==> src/rtl/rfdec_pkg.sv <==
package rfdec_pkg;

   typedef enum logic {
      ACC_DIRECT   = 1'b0,
      ACC_INDIRECT = 1'b1
   } acc_mode_e;

endpackage

==> src/rtl/rfdec_bank_sel.sv <==
module rfdec_bank_sel
   import rfdec_pkg::*;
#(
   parameter int OFF_W  = 7,
   parameter int BANK_W = 2
) (
   input  acc_mode_e           mode_i,
   input  logic [OFF_W-1:0]    dir_off_i,
   input  logic [BANK_W-1:0]   rp_i,
   input  logic [OFF_W:0]      fsr_i,
   input  logic [BANK_W-2:0]   irp_i,
   output logic [BANK_W-1:0]   bank_o,
   output logic [OFF_W-1:0]    off_o
);

   always_comb begin
      if (mode_i == ACC_INDIRECT) begin
         off_o  = fsr_i[OFF_W-1:0];
         bank_o = {irp_i, fsr_i[OFF_W]};
      end else begin
         off_o  = dir_off_i;
         bank_o = rp_i;
      end
   end

endmodule

==> src/rtl/rfdec_mirror_match.sv <==
module rfdec_mirror_match #(
   parameter int                              OFF_W        = 7,
   parameter int                              SFR_LIMIT    = 32,
   parameter int                              MIRROR_COUNT = 6,
   parameter logic [MIRROR_COUNT*OFF_W-1:0]   MIRROR_LIST  = '0
) (
   input  logic [OFF_W-1:0] off_i,
   output logic             hit_o
);

   logic [MIRROR_COUNT-1:0] eq;

   for (genvar g = 0; g < MIRROR_COUNT; g++) begin : g_entry
      localparam logic [OFF_W-1:0] ENTRY = MIRROR_LIST[g*OFF_W +: OFF_W];
      if (int'(ENTRY) >= SFR_LIMIT) begin : g_bad_entry
         $error("shared list entry %0d lies outside the special-function range", g);
      end
      assign eq[g] = (off_i == ENTRY);
   end

   assign hit_o = |eq;

endmodule

==> src/rtl/rfdec_region.sv <==
module rfdec_region #(
   parameter int OFF_W       = 7,
   parameter int SFR_LIMIT   = 32,
   parameter bit COMMON_EN   = 1'b1,
   parameter int COMMON_BASE = 112
) (
   input  logic [OFF_W-1:0] off_i,
   output logic             is_sfr_o,
   output logic             is_common_o
);

   localparam logic [OFF_W:0] LIMIT_EXT = SFR_LIMIT[OFF_W:0];

   assign is_sfr_o = ({1'b0, off_i} < LIMIT_EXT);

   if (COMMON_EN) begin : g_common
      localparam logic [OFF_W:0] BASE_EXT = COMMON_BASE[OFF_W:0];
      assign is_common_o = ({1'b0, off_i} >= BASE_EXT);
   end else begin : g_no_common
      assign is_common_o = 1'b0;
   end

endmodule

==> src/rtl/rfdec_top.sv <==
module rfdec_top
   import rfdec_pkg::*;
#(
   parameter int                              OFF_W        = 7,
   parameter int                              BANK_W       = 2,
   parameter int                              SFR_LIMIT    = 32,
   parameter int                              MIRROR_COUNT = 6,
   parameter logic [MIRROR_COUNT*OFF_W-1:0]   MIRROR_LIST  =
      {7'h0B, 7'h0A, 7'h04, 7'h03, 7'h02, 7'h00},
   parameter bit                              COMMON_EN    = 1'b1,
   parameter int                              COMMON_BASE  = 112,
   parameter int                              CANON_BANK   = 0,
   localparam int                             PHYS_W       = OFF_W + BANK_W
) (
   input  logic                indirect_i,
   input  logic [OFF_W-1:0]    dir_off_i,
   input  logic [BANK_W-1:0]   rp_i,
   input  logic [OFF_W:0]      fsr_i,
   input  logic [BANK_W-2:0]   irp_i,
   output logic [BANK_W-1:0]   bank_o,
   output logic [OFF_W-1:0]    offset_o,
   output logic                is_sfr_o,
   output logic                is_gpr_o,
   output logic                shared_o,
   output logic [PHYS_W-1:0]   phys_addr_o
);

   localparam int                BANK_SIZE = 1 << OFF_W;
   localparam logic [BANK_W-1:0] CANON     = CANON_BANK[BANK_W-1:0];

   // elaboration-time parameter checks
   if (OFF_W < 2) begin : g_bad_off
      $error("OFF_W must be at least 2");
   end
   if (BANK_W < 2) begin : g_bad_bank
      $error("BANK_W must be at least 2");
   end
   if (SFR_LIMIT < 1 || SFR_LIMIT > BANK_SIZE) begin : g_bad_limit
      $error("SFR_LIMIT must lie within one bank");
   end
   if (MIRROR_COUNT < 1) begin : g_bad_count
      $error("MIRROR_COUNT must be at least 1");
   end
   if (COMMON_EN && (COMMON_BASE < SFR_LIMIT || COMMON_BASE >= BANK_SIZE)) begin : g_bad_common
      $error("COMMON_BASE must sit inside general-purpose space");
   end
   if (CANON_BANK < 0 || CANON_BANK >= (1 << BANK_W)) begin : g_bad_canon
      $error("CANON_BANK out of range");
   end

   acc_mode_e           mode;
   logic [BANK_W-1:0]   bank_sel;
   logic [OFF_W-1:0]    off_sel;
   logic                sfr_hit;
   logic                common_hit;
   logic                list_hit;
   logic                fold;

   assign mode = acc_mode_e'(indirect_i);

   rfdec_bank_sel #(
      .OFF_W  (OFF_W),
      .BANK_W (BANK_W)
   ) u_bank_sel (
      .mode_i    (mode),
      .dir_off_i (dir_off_i),
      .rp_i      (rp_i),
      .fsr_i     (fsr_i),
      .irp_i     (irp_i),
      .bank_o    (bank_sel),
      .off_o     (off_sel)
   );

   rfdec_region #(
      .OFF_W       (OFF_W),
      .SFR_LIMIT   (SFR_LIMIT),
      .COMMON_EN   (COMMON_EN),
      .COMMON_BASE (COMMON_BASE)
   ) u_region (
      .off_i       (off_sel),
      .is_sfr_o    (sfr_hit),
      .is_common_o (common_hit)
   );

   rfdec_mirror_match #(
      .OFF_W        (OFF_W),
      .SFR_LIMIT    (SFR_LIMIT),
      .MIRROR_COUNT (MIRROR_COUNT),
      .MIRROR_LIST  (MIRROR_LIST)
   ) u_mirror (
      .off_i (off_sel),
      .hit_o (list_hit)
   );

   assign fold        = list_hit | common_hit;

   assign bank_o      = bank_sel;
   assign offset_o    = off_sel;
   assign is_sfr_o    = sfr_hit;
   assign is_gpr_o    = ~sfr_hit;
   assign shared_o    = fold;
   assign phys_addr_o = fold ? {CANON, off_sel} : {bank_sel, off_sel};

endmodule

==> config.mk <==
export PLATFORM = sky130hd
export DESIGN_NAME = rfdec_top
export DESIGN_NICKNAME = d
export VERILOG_FILES = /design/src/rtl/rfdec_pkg.sv /design/src/rtl/rfdec_bank_sel.sv /design/src/rtl/rfdec_mirror_match.sv /design/src/rtl/rfdec_region.sv /design/src/rtl/rfdec_top.sv
export SDC_FILE = /design/constraint.sdc
export NUM_CORES = 1
export LEC_CHECK = 0
export ABC_CLOCK_PERIOD_IN_PS = 1100
export CAP_MARGIN = 20
export CORE_AREA = 2 2 39 41
export DETAILED_ROUTE_END_ITERATION = 16
export DIE_AREA = 0 0 41 43
export DONT_BUFFER_PORTS = 1
export PLACE_DENSITY = 0.43
export SLEW_MARGIN = 25
export SYNTH_ARGS = -nofsm -noshare
export SYNTH_HDL_FRONTEND = slang
export SYNTH_SLANG_ARGS = --single-unit
==> constraint.sdc <==
create_clock -name vclk -period 1.1
set_input_delay 0.165 -clock vclk [all_inputs]
set_output_delay 0.165 -clock vclk [all_outputs]
set_load 0.02 [all_outputs]
* Word-level counts from Yosys, hierarchy flattened *
Cells that the tools add are included.
Widths: inputs -> output; s select.

storage, ports and cells
  register bits = 0
  input port bits = 19
  output and inout bits = 21
  word-level logic and storage cells = 14

operators by class
  magnitude comparators = 2
  eq/ne operators = 5
  muxes and demuxes = 3
  bitwise logic cells = 2
  reduce and logical (&&, ||, !) cells = 2

operators with widths
  cell                number
  $eq 7x2->1 const B  2
  $eq 7x4->1 const B  2
  $mux 9              1
  $eq 7x3->1 const B  1
  $ge 7x7->1 const B  1
  $logic_not 7->1     1
  $lt 7x6->1 const B  1
  $mux 7              1
  $reduce_or 6->1     1
  $mux 2              1
  $not 1->1           1
  $or 1x1->1          1

* Depth between registers and ports, before layout *
Gate-level depths: netlist of the first run.

  word-level depth = 5
  mapped depth = 4
  mapped depth without buffers = 4

* Modules after synthesis *
Synthesis of the first run repeated with hierarchy kept, for this count alone.

unflattened totals
  cell total of the unflattened synthesis = 27
  area total of the unflattened synthesis = 261.5 um^2

modules (own cells, without submodules)
  module              times used  cells an instance  area each (um^2)  seq. area each (um^2)
  rfdec_bank_sel      1           10                 146.4             0.0
  rfdec_top           1           11                 77.6              0.0
  rfdec_mirror_match  1           4                  27.5              0.0
  rfdec_region        1           2                  10.0              0.0

* Least setup slack after synthesis of the first run *
No wires, ideal clock.

  path type = input -> output
  start = in indirect_i
  end = out phys_addr_o[7]
  arrival = 1.018 ns
  required time = 0.935 ns
  setup slack = -0.083 ns
  cell stages on the path = 3
  path buffers = 1
  cell sequence = buf_6 -> o311a_1 -> a21oi_1

on the way
  cells in the longest elaborated chain, start to end = 5
  elaborated cells between the ends (all ways) = 12
  those cells by class = order compare (1); eq/ne (5); mux (3); bitwise (1); reduce/logical (2)

RTL lines
  item                                                                line              RTL
  start, declared                                                     rfdec_top.sv:15   input logic indirect_i,
  parallel branches: the longest is 4 deep, another holds $ge 7x7->1  n/a
  $mux 9 *                                                            rfdec_top.sv:102  assign phys_addr_o = fold ? {CANON, off_sel} : {bank_sel, off_sel};
  end, declared                                                       rfdec_top.sv:25   output logic [PHYS_W-1:0] phys_addr_o

Every way passes the cells marked *.

* Worst setup path after layout of the first run *
  start = in fsr_i[3]
  end = out phys_addr_o[8]

on the way
  cells in the longest elaborated chain, start to end = 5
  elaborated cells between the ends (all ways) = 11
  those cells by class = order compare (1); eq/ne (5); mux (2); bitwise (1); reduce/logical (2)

RTL lines
  item                                                                line                  RTL
  start, declared                                                     rfdec_top.sv:18       input logic [OFF_W:0] fsr_i,
  $mux 7 *                                                            rfdec_bank_sel.sv:17  if (mode_i == ACC_INDIRECT) begin
  parallel branches: the longest is 2 deep, another holds $ge 7x7->1  n/a
  $or 1x1->1 *                                                        rfdec_top.sv:95       assign fold = list_hit | common_hit;
  $mux 9 *                                                            rfdec_top.sv:102

Marked as above.

==> impl_metrics.env, run 1 <==
export IMPL_wl_per_cell_um=14.00
export IMPL_final_core_util_pct=24.32
export IMPL_vias=250
export IMPL_yosys_top_cells_area="buf_4 18%, mux2_2 15%, mux2i_2 14%"
export IMPL_drc_errors=0
export IMPL_arrival_ns=0.95
export IMPL_yosys_area_share_simple_pct=11.86
export IMPL_synth_most_common_cell="buf_4"
export IMPL_die_h_um=43
export IMPL_pin_count=40
export IMPL_rsz0062_at_grt="true"
export IMPL_grt_max_degree=14
export IMPL_row_count=14
export IMPL_layout_drive_gt1_share_pct=61.76
export IMPL_synthXorXnorAreaFrac_pct=0
export IMPL_ys_types=17
export IMPL_io_buffer_count=0
export IMPL_nFillCells=157
export IMPL_syn_area_um2=295.3
export IMPL_synthMuxAreaShare_pct=39.41
export IMPL_min_path_type="in2out"
export IMPL_cts_setup_buffers=0
export IMPL_grt_use_total_pct=7.892
export IMPL_drt_pass1_iter_count=1
export IMPL_yosysWarnings=0
export IMPL_via_per_inst=5.000
export IMPL_cp_start_kind="input port"
export IMPL_gp_congestion=0.6340
export IMPL_clock_buffers=0
export IMPL_fin_nets=55
export IMPL_seq_cells=0
export IMPL_gr_total_overflow=0
export IMPL_max_freq_ghz=0.8975
export IMPL_maxSlewViolCount=0
export IMPL_finalHoldViolCount=0
export IMPL_synth_top_family_by_area="multiplexers"
export IMPL_critPathMaxFanout=3
export IMPL_crit_path_start="fsr_i[3]"
export IMPL_dieArea_mm2=0.001763
export IMPL_yosys_area_share_adder_pct=0
export IMPL_maxCapViolCount=0
export IMPL_synth_area_leader_cell="buf_4"
export IMPL_detail_route_antenna_nets=0
export IMPL_place_ws_ns=-0.07095
export IMPL_syn_inst=35
export IMPL_final_min_clock_period_ns=1.114
export IMPL_finalCritPeriodShare_pct=101.3
export IMPL_worstPathRequired_ns=0.94
export IMPL_hp_start="fsr_i[7]"
export IMPL_fin_ws_ns=-0.01422
export IMPL_seq_area_frac_synth_pct=0
export IMPL_end_kind="output pin"
export IMPL_hold_depth=1
export IMPL_irDropWorstVdd_mv=0.1520
export IMPL_coreArea_mm2=0.001384
export IMPL_diodes=0
export IMPL_grt_pass1_vias=276
export IMPL_antenna_found_initial=0
export IMPL_fp_dieW_um=41
export IMPL_initial_utilization_pct=21.34
export IMPL_worstSetupPathType="in2out"
export IMPL_status="complete, but fails checks"
export IMPL_register_area_um2=0
export IMPL_hpwl_um=642.4
export IMPL_power_density_mw_per_mm2=657.6
export IMPL_tightest_slew_ns=0.3408
export IMPL_grt_first_pass_wirelength_um=1014
export IMPL_p_leak_nw=0.1419
export IMPL_synth_nets=54
export IMPL_synthTopCellsByCount="7 x buf_4, 4 x mux2_2, 3 x inv_1, 3 x mux2i_2"
export IMPL_syn_to_final_growth_pct=13.98
export IMPL_setup_viol=3
export IMPL_max_slew_margin_pct=77.25
export IMPL_synth_compound_area_share_pct=22.03
export IMPL_first_iter_violations=0
export IMPL_syn_avg_cell_area_um2=8.437
export IMPL_failed_checks="negative setup slack"
export IMPL_drt_wl_total_um=700
export IMPL_netlist_area_leader_share_pct=17.80
stage by stage:
step                      instance area [µm²]  hold slack, ns   TNS, ns  total power, mW  cells
after global routing                    336.6          0.5095   -0.1204           0.2348     50
after floorplan                         304.0          0.4944   -0.1634           0.2032     35
after CTS                               326.6          0.5043   -0.1347           0.2179     50
final                                   336.6          0.5055  -0.03079           0.2213     50
after global placement                  312.8          0.5027   -0.1553           0.2112     50
after detailed placement                312.8          0.5047   -0.1975           0.2126     50
routing by layer:
layer	vias up	track usage [%]	routed length [µm]
met4	0	1.333	0
li1	118	-	-
met2	20	15.31	383
met5	-	0	0
met3	0	0	84
met1	112	8.861	232
power by group:
part / internal [mW] / switching, mW
combinational: 0.0850 / 0.136
clock: 0 / 0
sequential: 0 / 0
placed cells by master, fill, tap and decap left out:
cell type / instances
mux2_2: 4
a21oi_1: 2
or3_4: 1
a21o_1: 1
a31oi_4: 1
inv_1: 3
o311a_1: 1
mux2_4: 2
mux2i_4: 1
nor2b_1: 1
nand2b_1: 2
o31ai_2: 2
inv_2: 1
mux2i_2: 2
nor3_1: 2
buf_4: 7
o32a_1: 1
cell type report:
type                       count  area [µm²]  area share (%)
timing repair buffer           7       52.55           15.61
tap                           16       20.02           5.948
multi-input combinational     23       249.0           73.98
inverter                       4       15.01           4.461
worst paths after layout:
check | to | slack (ns)
worst max-delay path | phys_addr_o[8] | -0.01
worst min-delay path | bank_o[0] | 0.51
worst max-delay path, cell delays in order:
cell	delay, ns
or3_4	0.38
a31oi_4	0.16
a21oi_1	0.09
buf_4	0.16
repair_timing:
| action | 4_1_cts | 5_1_grt |
|---|---|---|
| resized for setup | 2 | 2 |
| hold buffers | 0 | 0 |
| endpoints found under the hold margin | 0 | 0 |
| endpoints found under the setup margin | 3 | 3 |
| pin swaps | 2 | 1 |
cell families after synthesis:
logic type | after synthesis
buf+inv | 12
simple gates | 6
compound gates | 8
mux | 9
Power figures use the tool's default switching activity.
==> inputs of run 2 (changes only) <==
Settings changed: ABC_CLOCK_PERIOD_IN_PS 1100 to 1400, SLEW_MARGIN 25 to not set.
Clock period 1.1 ns to 1.4 ns, I/O delays scaled along.
==> impl_metrics.env, run 2 (synthesis results as in run 1) <==
export IMPL_status="finished, final reports clean"
export IMPL_vias=222
export IMPL_clock_buffers=0
export IMPL_hold_depth=1
export IMPL_fin_setup_tns_ns=0
export IMPL_final_min_clock_period_ns=1.296
export IMPL_cts_resized=0
export IMPL_via_per_inst=5.045
export IMPL_maxCapViolCount=0
export IMPL_drc_errors=0
export IMPL_dp_cells=44
export IMPL_io_buffer_count=0
export IMPL_die_h_um=43
export IMPL_max_slew_margin_pct=65.47
export IMPL_max_freq_ghz=0.7714
export IMPL_hold_end="bank_o[0]"
export IMPL_fp_dieW_um=41
export IMPL_register_area_um2=0
export IMPL_seq_cells=0
export IMPL_row_count=14
export IMPL_coreArea_mm2=0.001384
export IMPL_setup_viol=0
export IMPL_grt_first_pass_wirelength_um=972
export IMPL_drt_pass1_iter_count=2
export IMPL_rsz0062_at_grt="false"
export IMPL_grt_pass1_vias=201
export IMPL_drt_wl_total_um=725
export IMPL_finalHoldViolCount=0
export IMPL_pin_count=40
export IMPL_p_total_mw=0.1421
export IMPL_detail_route_antenna_nets=0
export IMPL_grt_max_degree=14
export IMPL_wl_per_cell_um=16.48
export IMPL_first_iter_violations=6
export IMPL_p_leak_nw=0.1080
export IMPL_gr_total_overflow=0
export IMPL_cp_start_kind="input port"
export IMPL_initial_utilization_pct=21.34
export IMPL_finalCritPeriodShare_pct=92.59
export IMPL_maxSlewViolCount=0
export IMPL_final_common_cell="mux2_2"
export IMPL_irDropWorstVdd_mv=0.1627
export IMPL_cts_setup_buffers=0
export IMPL_arrival_ns=1.09
export IMPL_min_path_type="in2out"
export IMPL_grt_use_total_pct=7.422
export IMPL_antenna_found_initial=0
export IMPL_worstSetupPathType="in2out"
export IMPL_hp_start="fsr_i[7]"
export IMPL_dieArea_mm2=0.001763
export IMPL_power_density_mw_per_mm2=548.6
export IMPL_tightest_slew_ns=0.5196
export IMPL_diodes=0
export IMPL_fin_cells=44
export IMPL_fin_nets=49
export IMPL_mostFrequentLayoutCells="4 x mux2_2, 3 x mux2i_2, 3 x inv_1"
export IMPL_end_kind="output pin"
export IMPL_layout_drive_gt1_share_pct=42.86
export IMPL_syn_to_final_growth_pct=-12.29
export IMPL_worstPathRequired_ns=1.19
export IMPL_gp_congestion=0.5569
export IMPL_ctsHoldBuffers=0
export IMPL_critPathMaxFanout=13
==> run 2: cell types whose count changed in the layout (fill, tap and decap cells not counted), sizes merged <==
cell | previous run | this run
buf | 7 | 1
==> run 2: worst max-delay path, cell delays in order <==
cell	delay, ns
mux2i_2	0.31
o31ai_1	0.13
a21oi_1	0.43
==> run 2: worst max path at each step <==
stage / start / to / slack (ns) / cells past startpoint
6_report: indirect_i / phys_addr_o[7] / 0.10 / 3
3_5_place_dp: indirect_i / phys_addr_o[7] / 0.09 / 3
4_1_cts: indirect_i / phys_addr_o[7] / 0.09 / 3
2_1_floorplan: indirect_i / phys_addr_o[7] / 0.13 / 3
5_1_grt: indirect_i / phys_addr_o[8] / 0.06 / 3
3_3_place_gp: indirect_i / phys_addr_o[8] / 0.08 / 3
==> run 2: cell type report <==
type | instances | area (µm²)
fill | 156 | 1125
multi-input combinational | 23 | 216.5
tap | 16 | 20.02
inverter | 4 | 15.01
timing repair buffer | 1 | 7.507
==> run 2: stage by stage <==
step | setup WS, ns | hold slack, ns | util (%) | area [µm²]
6_report | 0.1037 | 0.5949 | 18.72 | 259.0
4_1_cts | 0.08944 | 0.5969 | 18.72 | 259.0
3_3_place_gp | 0.08364 | 0.5967 | 18.72 | 259.0
2_1_floorplan | 0.1275 | 0.5844 | - | 295.3
3_5_place_dp | 0.08945 | 0.5969 | 18.72 | 259.0
5_1_grt | 0.05965 | 0.5994 | 18.72 | 259.0
==> run 2: where the power goes <==
part,internal [mW],switching (mW)
combinational,0.0426,0.0995
sequential,0,0
clock,0,0
==> run 2: per-layer routing <==
metal	vias up	wire length (µm)	part of all wire (%)	GRT usage, %
met4	0	0	0	0
met2	17	354	49	11.56
met5	-	0	0	0
li1	106	-	-	-
met3	0	71	9.8	0.5236
met1	99	299	41	11.54
